$ cat config.mk
export PLATFORM = sky130hd
export DESIGN_NAME = irq_gap_pin
export DESIGN_NICKNAME = d
export VERILOG_FILES = /design/src/rtl/irq_gap_pkg.sv /design/src/rtl/irq_gap_dp.sv /design/src/rtl/irq_gap_ctrl.sv /design/src/rtl/irq_gap_pin.sv
export SDC_FILE = /design/constraint.sdc
export NUM_CORES = 1
export LEC_CHECK = 0
export ABC_CLOCK_PERIOD_IN_PS = 1600
export BUFFER_PORTS_ARGS = -buffer_cell sky130_fd_sc_hd__buf_2
export CORE_UTILIZATION = 45
export DETAILED_ROUTE_END_ITERATION = 8
export MAX_ROUTING_LAYER = met4
export PLACE_DENSITY = 0.82
export SYNTH_ARGS = -nofsm -noshare
export SYNTH_HDL_FRONTEND = slang
export SYNTH_SLANG_ARGS = --single-unit
$ cat constraint.sdc
create_clock -name clk -period 1.6 [get_ports clk]
set_input_delay 0.08 -clock clk [delete_from_list [all_inputs] [get_ports clk]]
set_output_delay 0.08 -clock clk [all_outputs]
set_load 0.02 [all_outputs]
$ cat src/rtl/irq_gap_pkg.sv
package irq_gap_pkg;

  // Commands from control to datapath for the gap timer
  typedef struct packed {
    logic startGap;  // load the timer and mark the gap active
    logic stepGap;   // count one tick inside the gap
    logic endGap;    // last tick reached: leave the gap
  } gapCmd_t;

endpackage

$ cat src/rtl/irq_gap_dp.sv
module irq_gap_dp
  import irq_gap_pkg::*;
#(
  parameter int NUM_SRC   = 4,
  parameter int GAP_TICKS = 275
) (
  input  logic               clk,
  input  logic               rst,
  input  logic [NUM_SRC-1:0] eventIn,
  input  logic               clrStrobe,
  input  logic [NUM_SRC-1:0] clrMask,
  input  gapCmd_t            cmd,
  output logic               anyPending,
  output logic               pendingAfter,
  output logic               gapActive,
  output logic               gapLast
);

  localparam int CNT_W = (GAP_TICKS > 1) ? $clog2(GAP_TICKS) : 1;
  localparam logic [CNT_W-1:0] LAST_CNT = CNT_W'(GAP_TICKS - 1);

  logic [NUM_SRC-1:0] status;
  logic [NUM_SRC-1:0] statusNext;
  logic [NUM_SRC-1:0] clrBits;
  logic [CNT_W-1:0]   gapCnt;

  // An event in the same cycle as its clear wins, because it is ORed in last
  assign clrBits      = clrStrobe ? clrMask : '0;
  assign statusNext   = (status & ~clrBits) | eventIn;
  assign anyPending   = |status;
  assign pendingAfter = |statusNext;
  assign gapLast      = (gapCnt == LAST_CNT);

  always_ff @(posedge clk) begin
    if (rst) begin
      status    <= '0;
      gapActive <= 1'b0;
      gapCnt    <= '0;
    end else begin
      status <= statusNext;
      if (cmd.startGap) begin
        gapActive <= 1'b1;
        gapCnt    <= '0;
      end else if (cmd.endGap) begin
        gapActive <= 1'b0;
      end else if (cmd.stepGap) begin
        gapCnt <= gapCnt + 1'b1;
      end
    end
  end


  event_sets_pending_chk: assert property (@(posedge clk) disable iff (rst)
    (|eventIn) |=> anyPending);


  reset_clears_state_chk: assert property (@(posedge clk) disable iff (rst)
    $past(rst) |-> (!anyPending && !gapActive));

endmodule

$ cat src/rtl/irq_gap_ctrl.sv
module irq_gap_ctrl
  import irq_gap_pkg::*;
(
  input  logic    clk,
  input  logic    rst,
  input  logic    clrStrobe,
  input  logic    gapModeEn,
  input  logic    tick,
  input  logic    anyPending,
  input  logic    pendingAfter,
  input  logic    gapActive,
  input  logic    gapLast,
  output gapCmd_t cmd
);

  logic pinAsserted;

  assign pinAsserted = anyPending & ~gapActive;

  always_comb begin
    cmd          = '0;
    cmd.startGap = gapModeEn & clrStrobe & pinAsserted & pendingAfter;
    cmd.stepGap  = gapActive & tick & ~gapLast;
    cmd.endGap   = gapActive & tick & gapLast;
  end


  single_gap_cmd_chk: assert property (@(posedge clk) disable iff (rst)
    $onehot0(cmd));

endmodule

$ cat src/rtl/irq_gap_pin.sv
module irq_gap_pin
  import irq_gap_pkg::*;
#(
  parameter int NUM_SRC   = 4,
  parameter int GAP_TICKS = 275
) (
  input  logic               clk,
  input  logic               rst,
  input  logic               gapModeEn,
  input  logic               tick,
  input  logic [NUM_SRC-1:0] eventIn,
  input  logic               clrStrobe,
  input  logic [NUM_SRC-1:0] clrMask,
  output logic               intN
);

  gapCmd_t cmd;
  logic    anyPending;
  logic    pendingAfter;
  logic    gapActive;
  logic    gapLast;

  irq_gap_dp #(.NUM_SRC(NUM_SRC), .GAP_TICKS(GAP_TICKS)) dp_i (
    .clk          (clk),
    .rst          (rst),
    .eventIn      (eventIn),
    .clrStrobe    (clrStrobe),
    .clrMask      (clrMask),
    .cmd          (cmd),
    .anyPending   (anyPending),
    .pendingAfter (pendingAfter),
    .gapActive    (gapActive),
    .gapLast      (gapLast)
  );

  irq_gap_ctrl ctrl_i (
    .clk          (clk),
    .rst          (rst),
    .clrStrobe    (clrStrobe),
    .gapModeEn    (gapModeEn),
    .tick         (tick),
    .anyPending   (anyPending),
    .pendingAfter (pendingAfter),
    .gapActive    (gapActive),
    .gapLast      (gapLast),
    .cmd          (cmd)
  );

  // Both terms come from registers, so the line has no combinational path from inputs
  assign intN = ~(anyPending & ~gapActive);


  gap_releases_line_chk: assert property (@(posedge clk) disable iff (rst)
    (gapModeEn && clrStrobe && !intN && pendingAfter) |=> intN);


  no_gap_mode_holds_chk: assert property (@(posedge clk) disable iff (rst)
    (!gapModeEn && clrStrobe && !intN && pendingAfter) |=> !intN);


  gap_only_from_low_chk: assert property (@(posedge clk) disable iff (rst)
    $rose(gapActive) |-> $past(!intN));


  no_tick_no_advance_chk: assert property (@(posedge clk) disable iff (rst)
    (gapActive && !tick) |=> gapActive);

endmodule

Yosys cells after proc, flatten, opt, wreduce, memory -nomap -nowiden
Cells that the tools add are included.
{ "word_totals": {"register_bits": 14, "input_bits": 13, "out_inout_bits": 1, "elab_cells": 27} }
{ "classes": {"addsub": 1, "n_eq_ne": 1, "mux": 3, "n_bitwise": 14, "reduce_logical": 5} }
{ "op_table": {"columns": ["cell", "count"], "rows": [
  ["$add A9 B1 Y9 const B", 1],
  ["$eq A9 B9 Y1 const B", 1],
  ["$reduce_or A4 Y1", 2],
  ["$and A1 B1 Y1", 7],
  ["$and A4 B4 Y4", 1],
  ["$mux W4", 1],
  ["$not A1 Y1", 4],
  ["$not A4 Y4", 1],
  ["$or A4 B4 Y4", 1],
  ["$mux W1", 2],
  ["$reduce_and A2 Y1", 1],
  ["$reduce_bool A2 Y1", 1],
  ["$reduce_or A2 Y1", 1]
]} }

Depth between registers and ports, before layout
Gate-level depths: netlist of the first run.
{ "depth": {"word_depth": 7, "mapped_depth": 6, "mapped_depth_nobuf": 6} }

Cells and area by module
Synthesis of the first run repeated with hierarchy kept, for this count alone.
{ "hier_totals": {"cells_unflattened": 80, "hier_area_um2": 664.4} }
{ "by_module_without_submodules": {"columns": ["mod", "n_inst", "cells_per_inst", "area_per_inst_um2", "seq_area_each_um2"], "rows": [
  ["irq_gap_dp", 1, 74, 634.4, 280.3],
  ["irq_gap_ctrl", 1, 5, 23.8, 0.0],
  ["irq_gap_pin", 1, 1, 6.3, 0.0]
]} }

Worst setup path before layout of the first run
Ideal clock, no wire load.
{ "synth_timing": {"kind": "flip-flop to flip-flop", "startpoint": "reg dp_i.status[1]", "endpoint": "reg dp_i.gapActive", "setup_time_ns": 0.115, "arrival_ns": 1.754, "t_required_ns": 1.485, "path_slack_ns": -0.269, "stages_incl_launch_ff": 4, "path_buffers": 0, "period_less_slack_ns": 1.869, "path_cell_list": "dfxtp_1 -> o41ai_1 -> a311oi_2 -> o21ba_2"} }
{ "synth_between": {"elab_chain_cells": 5, "elab_cells_between_ends": 9, "cone_classes": "mux: 1; bitwise: 5; reduce/logical: 3"} }
{ "synth_lines": {"columns": ["item", "line_no", "source"], "rows": [
  ["from (decl)", "irq_gap_dp.sv:22", "logic [NUM_SRC-1:0] status;"],
  ["from (signal assigned)", "irq_gap_dp.sv:40", "status <= statusNext;"],
  ["$reduce_or A4 Y1 or $and A4 B4 Y4 (tied branches)", "irq_gap_dp.sv:30, irq_gap_dp.sv:29", null],
  ["$and A1 B1 Y1 or $or A4 B4 Y4 (tied branches)", "irq_gap_ctrl.sv:18, irq_gap_dp.sv:29", null],
  ["$and A1 B1 Y1 or $reduce_or A4 Y1 (tied branches)", "irq_gap_ctrl.sv:22, irq_gap_dp.sv:31", null],
  ["$and A1 B1 Y1 *", "irq_gap_ctrl.sv:22", "cmd.startGap = gapModeEn & clrStrobe & pinAsserted & pendingAfter;"],
  ["$mux W1 or $reduce_bool A2 Y1 (tied branches)", null, null],
  ["to (signal assigned)", "irq_gap_dp.sv:37", "gapActive <= 1'b0;"],
  ["to (signal assigned)", "irq_gap_dp.sv:42", "gapActive <= 1'b1;"],
  ["to (signal assigned)", "irq_gap_dp.sv:45", "gapActive <= 1'b0;"],
  ["to (decl)", "irq_gap_dp.sv:15", "output logic gapActive,"]
]} }
Mark *: on every way between the ends. The rest lies on a longest branch, timed or not.
A chain may end at the register's enable or synchronous reset.

Worst setup path after layout of the first run
{ "layout_timing": {"startpoint": "reg dp_i.status[0]", "endpoint": "reg dp_i.gapCnt[1]"} }
{ "layout_between": {"elab_chain_cells": 5, "elab_cells_between_ends": 8, "cone_classes": "bitwise: 5; reduce/logical: 3"} }
{ "layout_lines": {"columns": ["item", "line_no", "source"], "rows": [
  ["$reduce_or A4 Y1 or $and A4 B4 Y4 (tied branches)", "irq_gap_dp.sv:30, irq_gap_dp.sv:29", null],
  ["$and A1 B1 Y1 or $or A4 B4 Y4 (tied branches)", "irq_gap_ctrl.sv:18, irq_gap_dp.sv:29", null],
  ["$and A1 B1 Y1 or $reduce_or A4 Y1 (tied branches)", "irq_gap_ctrl.sv:22, irq_gap_dp.sv:31", null],
  ["$and A1 B1 Y1 *", "irq_gap_ctrl.sv:22", null],
  ["$reduce_or A2 Y1 (no source line) *", null, null],
  ["to (signal assigned)", "irq_gap_dp.sv:47", "gapCnt <= gapCnt + 1'b1;"],
  ["to (decl)", "irq_gap_dp.sv:25", "logic [CNT_W-1:0] gapCnt;"]
]} }
Marks and branches as above.

==> impl_metrics.toml, run 1 <==
[detailed_routing]
drt_iter0_markers = 16
drt_pass1_iterations = 2
drc = 0
totalWireLength_mm = 1.41
num_vias = 600
vias_per_cell = 5.61
drt-wirelength-per-cell_um = 13.2
ant_nets = 0

[flow_run]
cap_violations = 0

[cells_and_area]
area.growth.synth_to_final_pct = 29.1
antenna_cells = 0
fin_nets = 108
fin_area_sq_um = 867
drive_gt1_share_pct = 33.7

[power_and_ir_drop]
power_density_nw_per_um2 = 824
combPwrFrac_pct = 13.0
p_sw_w = 0.000176
p_leak_nw = 0.341
p_sw_share_pct = 24.6
seq_power_share_pct = 51.7
power.internal_w = 0.000539
clkPwrFrac_pct = 35.3
power_w = 0.000714
peakVddDrop_v = 0.000863

[hold_path]
hold_end = "dp_i.status[1]"
hp-class = "in2reg"
hold_start = "eventIn[1]"
whs_path_depth = 3

[logic_synthesis]
yosysTopAreaCellShare_pct = 41.7
yosysWarnings = 0
synth_nets = 87
synthDistinctLibCells = 25
ys_ff_latch = 14
yosysTopAreaCell = "dfxtp_1"
syn_area_per_cell_sq_um = 9.33
syn-cell-area_sq_um = 672
ys_seq_area_share_pct = 41.7
ys_top_cells_by_area = "dfxtp_1 42%, xor2_1 7.8%, nor3_1 6.0%, a2111oi_2 4.5%, ha_1 3.7%"
syn_inst = 72

[clocking]
post_cts_buffers = 0
clock-root-buffer = "clkbuf_4"
numCtsBuffers = 3
clock_sinks = 14
clk_pin_slew_ps = 90
clkLatencyLatePin_ps = 280
hold_buffers = 0
cts_tree = "built"
ctsLongestPathBuffers = 2
h-tree-depth = 1

[place]
post-dp-hpwl_mm = 1.01
globalplace.congestion = 0.794
placed_area_sq_um = 790
io_buffers = 13

[status]
status = "completed"

[grt]
grt_use_total_pct = 22.7
grt_pass1_vias = 619
grt_max_degree = 15
antenna_found_initial = 0
grt.overflow.total = 0
grt_first_pass_wirelength_mm = 2.28

[die]
start_util_pct = 49.8
num_rows = 13
die_area_sq_um = 1650
die_x_um = 40.6
core_region_area_sq_um = 1350
io_pins = 14
dieHeight_um = 40.6

[worst_setup_path]
ff2ff_setup_slack_ps = 90
critical_path_class = "reg2reg"
cp_num_buf_inv = 0
worstRegToRegCells = 4
cp_slowest_cell = "a2111oi_4"
cp_slowest_stage_delay_ps = 390
crit_path_start_kind = "flop"
path_delay_family = "compound AO/OA/AOI/OAI gates"
required_ps = 1770
path_cells = "a21boi_2 -> a2111oi_4 -> a311oi_4 -> a2111oi_2"
crit_fanout = 10
timing.rr.start = "dp_i.status[0]"
worstPathArrival_ps = 1680
r2r_end = "dp_i.gapCnt[1]"
cp-end-kind = "flop"

[sta]
skew_ps = 7.42
tightest_slew_ps = 553
max_freq_mhz = 664
max_slew_margin_pct = 63.2
tns_ps = 0
rsz0062_at_grt = "yes"
maxSlewViolCount = 0
layout_min_cycle_time_ps = 1510
finalCritPeriodShare_pct = 94.1
finalSetupViolCount = 0
hold_viol_final = 0
==> worst max-delay path by stage <==
stage                              start              to  slack (ps)  depth (start not counted)
after global routing      dp_i.gapCnt[0]  dp_i.gapCnt[1]         -20                          6
after detailed placement  dp_i.status[0]  dp_i.gapActive         -10                          4
after CTS                 dp_i.status[0]  dp_i.gapCnt[1]          30                          4
final                     dp_i.status[0]  dp_i.gapCnt[1]          90                          4
after global placement    dp_i.status[0]  dp_i.gapActive          60                          4
after floorplan           dp_i.gapCnt[0]  dp_i.gapCnt[1]          40                          6
==> synth_stat cells <==
library cell and count:
o41ai_1 1, inv_1 3, a311oi_2 1, nand3_1 1
nor2_1 6, xnor2_1 2, and4bb_2 1, nand2_2 1
a21boi_2 1, and3_1 2, nand2_1 5, and4_1 1
a2111oi_2 2, clkbuf_1 1, dfxtp_1 14, nand4_1 4
a31oi_1 1, a21oi_1 4, a211oi_1 1, o21ba_2 1
and2_1 2, nor4b_1 1, nor3_1 8, xor2_1 6
ha_1 2
==> registers in the layout, indices dropped and copies added (netlist names) <==
register,count
dp_i.gapActive,1
dp_i.gapCnt,9
dp_i.status,4
==> worst min-delay path, stage by stage <==
cell and delay (ps):
buf_2 110, a21oi_1 40, nor2_1 70
==> routing by layer <==
| metal | wire [um] | global-route usage (%) | vias to the layer above |
|---|---|---|---|
| met5 | 0 | - | - |
| met4 | 8 | 6.67 | 0 |
| met3 | 88 | 10.3 | 2 |
| met2 | 753 | 45.2 | 16 |
| met1 | 562 | 17.7 | 280 |
| li1 | - | - | 302 |
==> layout make-up <==
type / count / area [sq um]
clock buffer: 4 / 36.3
fill: 114 / 483
inverter: 3 / 11.3
multi-input combinational: 54 / 425
sequential: 14 / 280
tap: 15 / 18.8
timing repair buffer: 17 / 95.1
==> power by group through the flow <==
stage / Sequential [W] / Clock (W) / Combinational, W
finish: 0.000370 / 0.000252 / 0.0000927
CTS: 0.000369 / 0.000258 / 0.0000883
global placement: 0.000377 / 0 / 0.0000793
detailed placement: 0.000378 / 0 / 0.0000820
floorplan: 0.000376 / 0 / 0.0000482
global route: 0.000372 / 0.000272 / 0.000102
==> cell families after synthesis <==
group	after synthesis	share of synthesized area, %
AOI/OAI and AO/OA	12	16.2
xor gates and xnor gates	8	10.4
adders and majority gates	2	3.72
buffers and inverters	4	2.23
DFF	14	41.7
and+or+nand+nor	32	25.7
==> per-stage QoR <==
step	cells	hold slack, ps	utilization [%]	worst slack (ps)
floorplan	72	156	-	44.5
global placement	103	318	58.5	63.9
detailed placement	103	316	58.5	-13.3
CTS	107	29.7	62.3	32.0
global route	107	51.9	64.2	-24.4
finish	107	47.2	64.2	94.3
==> placed cells by master, fill, tap and decap left out, types with 2 or more instances in the layout <==
cell / n
a21oi_1: 3
and2_1: 2
and3_1: 2
buf_2: 13
buf_4: 4
clkbuf_4: 3
dfxtp_1: 14
ha_1: 2
inv_1: 3
nand2_1: 5
nand4_1: 4
nor2_1: 6
nor3_1: 8
xnor2_1: 2
xor2_1: 6
==> timing repair <==
item                       CTS  global route
setup endpoints to repair    3             3
resized for setup            2             3
pin swaps                    0             1
No activity file was read; power rests on OpenSTA's default activity.
==> run 2: changes to the inputs <==
- CORE_UTILIZATION: 45 -> 43
- PLACE_DENSITY: 0.82 -> 0.8
==> run 2 against run 1 <==
Global-route usage fell by 3.0 points. Utilization is 1.5 points lower. Via count increased by 0.83%. Sequential cell count did not move. First-iteration DRC count decreased by 63%. Maximum frequency decreased by 1.5%. Largest power group unchanged.
==> impl_metrics.toml, run 2 (synthesis gave the netlist of run 1 again) <==
[sta]
finalSetupViolCount = 0
finalCritPeriodShare_pct = 95.6
hold_viol_final = 0
tns_ps = 0
skew_ps = 5.48
layout_min_cycle_time_ps = 1530
maxSlewViolCount = 0
max_freq_mhz = 654
tightest_slew_ps = 553
rsz0062_at_grt = "yes"
max_slew_margin_pct = 63.1
whs_ps = 42.5

[die]
io_pins = 14
num_rows = 13
die_x_um = 41.5
core_region_area_sq_um = 1380
dieHeight_um = 41.5
start_util_pct = 48.6
die_area_sq_um = 1720

[grt]
grt_first_pass_wirelength_mm = 2.45
grt_max_degree = 15
grt_use_total_pct = 19.7
antenna_found_initial = 0
grt.overflow.total = 0
grt_pass1_vias = 586

[cells_and_area]
area.growth.synth_to_final_pct = 29.1
drive_gt1_share_pct = 33.7
final_cell_mix = "14 x dfxtp_1, 13 x buf_2, 8 x nor3_1, 6 x xor2_1, 6 x nor2_1"
regMostFlops = "dp_i.gapCnt"
largest_register_ffs = 9
final-instance-count-excl-fill = 107
layout.cells.most_common = "dfxtp_1"
antenna_cells = 0
biggestRegsByFlops = "dp_i.gapCnt x9, dp_i.status x4, dp_i.gapActive x1"
final_util_pct = 62.7
fin_nets = 108

[worst_setup_path]
ff2ff_setup_slack_ps = 70
worstPathArrival_ps = 1770
worstRegToRegCells = 4
required_ps = 1840
r2r_end = "dp_i.gapActive"
crit_fanout = 10
critical_path_class = "reg2reg"
cp-end-kind = "flop"
timing.rr.start = "dp_i.status[0]"
crit_path_start_kind = "flop"

[place]
post-dp-hpwl_mm = 1.01
globalplace.congestion = 0.769
io_buffers = 13
numPlacedInstances = 103

[clocking]
h-tree-depth = 1
clkLatencyLatePin_ps = 280
hold_buffers = 0
ctsLongestPathBuffers = 2
numCtsBuffers = 3
clk_pin_slew_ps = 80
clock_sinks = 14
cts_tree = "built"
clock-root-buffer = "clkbuf_4"

[detailed_routing]
drt_pass1_iterations = 2
totalWireLength_mm = 1.47
num_vias = 605
drt_iter0_markers = 6
ant_nets = 0
drc = 0
drt-wirelength-per-cell_um = 13.8
vias_per_cell = 5.65

[hold_path]
hold_end = "dp_i.status[3]"
hold_start = "eventIn[3]"
hp-class = "in2reg"
whs_path_depth = 3

[power_and_ir_drop]
power_w = 0.000716
power_density_nw_per_um2 = 826
peakVddDrop_v = 0.000430
p_leak_nw = 0.341

[status]
status = "completed"

[flow_run]
cap_violations = 0
-- run 2: cell counts in the layout (fill, tap and decap cells not counted) --
Identical to the previous run, type by type.
-- run 2: per-layer routing --
metal / vias up / track usage (%) / share of wire [%]
met2: 18 / 30.6 / 49
met3: 6 / 8.70 / 6.3
met5: - / - / 0
met4: 0 / 11.6 / 3.6
li1: 303 / - / -
met1: 278 / 20.5 / 41
-- run 2: metrics by stage --
step	setup slack, ps	cell area (sq um)
3_3_place_gp	59.0	790
6_report	70.9	867
2_1_floorplan	44.5	679
5_1_grt	-29.7	867
4_1_cts	66.0	841
3_5_place_dp	-23.8	790
-- run 2: power by group --
group	switching, W	total, W	internal (W)
clock network	0.000115	0.000253	0.000139
logic	0.0000519	0.0000928	0.0000409
registers	0.0000101	0.000370	0.000360
-- run 2: critical path, cell delays in order, from the launching register on --
cell	delay (ps)
dfxtp_1	360
a21boi_2	240
a2111oi_4	90
a311oi_4	570
o21ba_2	230
-- run 2: final cells by class --
cell class / count / area, sq um
Multi-Input combinational cell: 54 / 425
Tap cell: 15 / 18.8
Clock buffer: 4 / 36.3
Timing Repair Buffer: 17 / 95.1
Inverter: 3 / 11.3
Sequential cell: 14 / 280
Fill cell: 115 / 515
-- run 2: worst max path at each step --
| stage | from | cells past startpoint | endpoint |
|---|---|---|---|
| floorplan | dp_i.gapCnt[0] | 6 | dp_i.gapCnt[1] |
| global placement | dp_i.gapCnt[0] | 6 | dp_i.gapCnt[1] |
| detailed placement | dp_i.status[0] | 4 | dp_i.gapActive |
| CTS | dp_i.status[0] | 4 | dp_i.gapActive |
| global route | dp_i.gapCnt[0] | 6 | dp_i.gapCnt[1] |
| finish | dp_i.status[0] | 4 | dp_i.gapActive |
-- run 2: repair_timing --
item / in CTS / in global routing
gates resized for setup: 2 / 3
setup endpoints to repair: 7 / 1
pin swaps: 0 / 0
gates cloned: 0 / 0
buffers inserted: 0 / 0
endpoints found under the hold margin: 0 / 0
==> run 3: changes to the inputs <==
- ABC_AREA: not set -> 1
- CORE_ASPECT_RATIO: not set -> 1.4
- PLACE_DENSITY: 0.8 -> 0.77
==> run 3 against run 2 <==
Sequential cell count unchanged. Synthesized area increased by 39%. Maximum frequency grew 8.6%. Setup slack better by 120 ps. Global-route usage fell by 2.3 points. Final cell count increased by 62%. Critical endpoint is now dp_i.gapCnt[2].
==> impl_metrics.toml, run 3 <==
[logic_synthesis]
ys_async_sr_fraction_pct = 0
yosysTopAreaCell = "dfxtp_1"
yosysTopAreaCellShare_pct = 30.1
ys_seq_area_share_pct = 30.1
synth.most_common_cell = "nand2_1"
ys_top_cells_by_area = "dfxtp_1 30%, nand2_1 19%, inv_1 8.1%, nand3_2 6.4%, nor2_1 6.0%"
synth_edf_count = 0
ys_ff_latch = 14
synth_nets = 154
synthDistinctLibCells = 20
yosysWarnings = 0
netlist_top_cells_count = "46 x nand2_1, 20 x inv_1, 15 x nor2_1"
syn_area_per_cell_sq_um = 6.71
ys.flop_type = "dfxtp_1"
syn-cell-area_sq_um = 932
syn_inst = 139

[sta]
max_slew_margin_pct = 78.4
layout_min_cycle_time_ps = 1410
setup_slack_ps = 192
hold_viol_final = 0
finalSetupViolCount = 0
tightest_slew_ps = 323
maxSlewViolCount = 0
max_freq_mhz = 710
finalCritPeriodShare_pct = 88.0
rsz0062_at_grt = "no"
skew_ps = 5.68
tns_ps = 0

[clocking]
cts_tree = "built"
clock_sinks = 14
clkLatencyLatePin_ps = 290
ctsLongestPathBuffers = 2
clock-root-buffer = "clkbuf_4"
clk_pin_slew_ps = 80
numCtsBuffers = 3
hold_buffers = 0
post_cts_buffers = 0
h-tree-depth = 1
cts_resized = 0

[flow_run]
cap_violations = 0

[worst_setup_path]
cp-end-kind = "flop"
r2r_end = "dp_i.gapCnt[2]"
cp_slowest_stage_delay_ps = 400
crit_fanout = 14
critical_path_class = "reg2reg"
required_ps = 1770
worstRegToRegCells = 10
cp_num_buf_inv = 2
timing.rr.start = "dp_i.gapCnt[0]"
path_cells = "inv_1 -> ha_1 -> nand2_2 -> nor2_4 -> nand2_4 -> nand2_2 -> nand2_1 -> nand2_1 -> inv_1 -> nor2_1"
path_delay_family = "simple AND/OR/NAND/NOR gates"
cp_slowest_cell = "dfxtp_1"
worstPathArrival_ps = 1580
crit_path_start_kind = "flop"
ff2ff_setup_slack_ps = 190

[cells_and_area]
drive_gt1_share_pct = 23.0
antenna_cells = 0
final_cell_mix = "46 x nand2_1, 20 x inv_1, 15 x nor2_1, 14 x dfxtp_1, 13 x buf_2"
largest_register_ffs = 9
layout.cells.most_common = "nand2_1"
regMostFlops = "dp_i.gapCnt"
fillers = 216
area.growth.synth_to_final_pct = 8.05
biggestRegsByFlops = "dp_i.gapCnt x9, dp_i.status x4, dp_i.gapActive x1"
fin_nets = 169

[detailed_routing]
vias_per_cell = 4.89
drt_pass1_iterations = 4
drt_iter0_markers = 17
num_vias = 846
drt-wirelength-per-cell_um = 9.53
ant_nets = 0
drc = 0
totalWireLength_mm = 1.65

[place]
io_buffers = 13
post-place-ws_ps = 210
post-dp-hpwl_mm = 1.31
globalplace.congestion = 0.758

[power_and_ir_drop]
power.internal_w = 0.000475
peakVddDrop_v = 0.000540
p_sw_share_pct = 25.5
p_sw_w = 0.000163
power_density_nw_per_um2 = 634
p_leak_nw = 0.514
combPwrFrac_pct = 11.8
seq_power_share_pct = 57.2
clkPwrFrac_pct = 31.1

[status]
status = "completed"

[die]
die_x_um = 41.4
io_pins = 14
dieHeight_um = 57.1
start_util_pct = 46.7
num_rows = 19
die_area_sq_um = 2360
core_region_area_sq_um = 2000

[grt]
grt_use_total_pct = 17.4
grt_max_degree = 15
grt_pass1_vias = 745
antenna_found_initial = 0
grt.overflow.total = 0
grt_first_pass_wirelength_mm = 2.81

[hold_path]
hp-class = "in2reg"
hold_start = "rst"
hold_end = "dp_i.status[3]"
whs_path_depth = 2
run 3: cell types whose count changed in the layout (fill, tap and decap cells not counted), moves of 3 or more:
cell,before,now
nor3_1,8,0
inv_1,3,20
nand2_1,5,46
xor2_1,6,1
buf_4,4,0
nor2_1,6,15
nor2_4,0,3
nand3_1,1,7
nand3_2,0,6
nand2_2,1,5
run 3: stage by stage:
step | utilization (%) | area, sq um | power (W) | hold slack [ps] | std cells
after global routing | 50.4 | 1010 | 0.000661 | 40.6 | 173
after global placement | 49.3 | 985 | 0.000447 | 320 | 170
after CTS | 50.4 | 1010 | 0.000645 | 23.0 | 173
after floorplan | - | 932 | 0.000421 | 149 | 139
final | 50.4 | 1010 | 0.000638 | 21.3 | 173
after detailed placement | 49.3 | 985 | 0.000449 | 328 | 170
run 3: layout make-up:
| type | instances | area [sq um] | area share, % |
|---|---|---|---|
| clock buffers | 3 | 22.5 | 2.24 |
| flip-flops and latches | 14 | 280 | 27.8 |
| inverters | 22 | 82.6 | 8.20 |
| multi-input cells | 100 | 531 | 52.7 |
| repair buffers | 13 | 65.1 | 6.46 |
| well taps | 21 | 26.3 | 2.61 |
run 3: metal layers:
layer / GRT usage [%] / routed length [um]
met5: - / 0
met4: 9.68 / 45
met3: 2.33 / 53
met2: 28.1 / 850
met1: 19.4 / 698
run 3: worst max path at each step:
| stage | slack (ps) | from | to | cells past startpoint |
|---|---|---|---|---|
| finish | 190 | dp_i.gapCnt[0] | dp_i.gapCnt[2] | 10 |
| global route | 60 | dp_i.gapCnt[0] | dp_i.gapCnt[3] | 10 |
| CTS | 190 | dp_i.gapCnt[0] | dp_i.gapCnt[2] | 10 |
| detailed placement | 210 | dp_i.gapCnt[0] | dp_i.gapCnt[2] | 10 |
| global placement | 240 | dp_i.gapCnt[1] | dp_i.gapCnt[8] | 6 |
| floorplan | 340 | dp_i.gapCnt[0] | dp_i.gapCnt[7] | 10 |
run 3: cell families after synthesis:
logic type,share of synthesized area (%)
AOI/OAI and AO/OA,2.68
xor gates and xnor gates,0.940
adders and majority gates,2.68
buffers and inverters,13.0
DFF,30.1
and+or+nand+nor,50.6
run 3: power groups by stage:
stage / logic (W) / registers (W) / clock network [W]
2_1_floorplan: 0.0000492 / 0.000372 / 0
4_1_cts: 0.0000765 / 0.000365 / 0.000203
3_5_place_dp: 0.0000763 / 0.000373 / 0
3_3_place_gp: 0.0000749 / 0.000372 / 0
6_report: 0.0000752 / 0.000365 / 0.000198
5_1_grt: 0.0000855 / 0.000366 / 0.000210
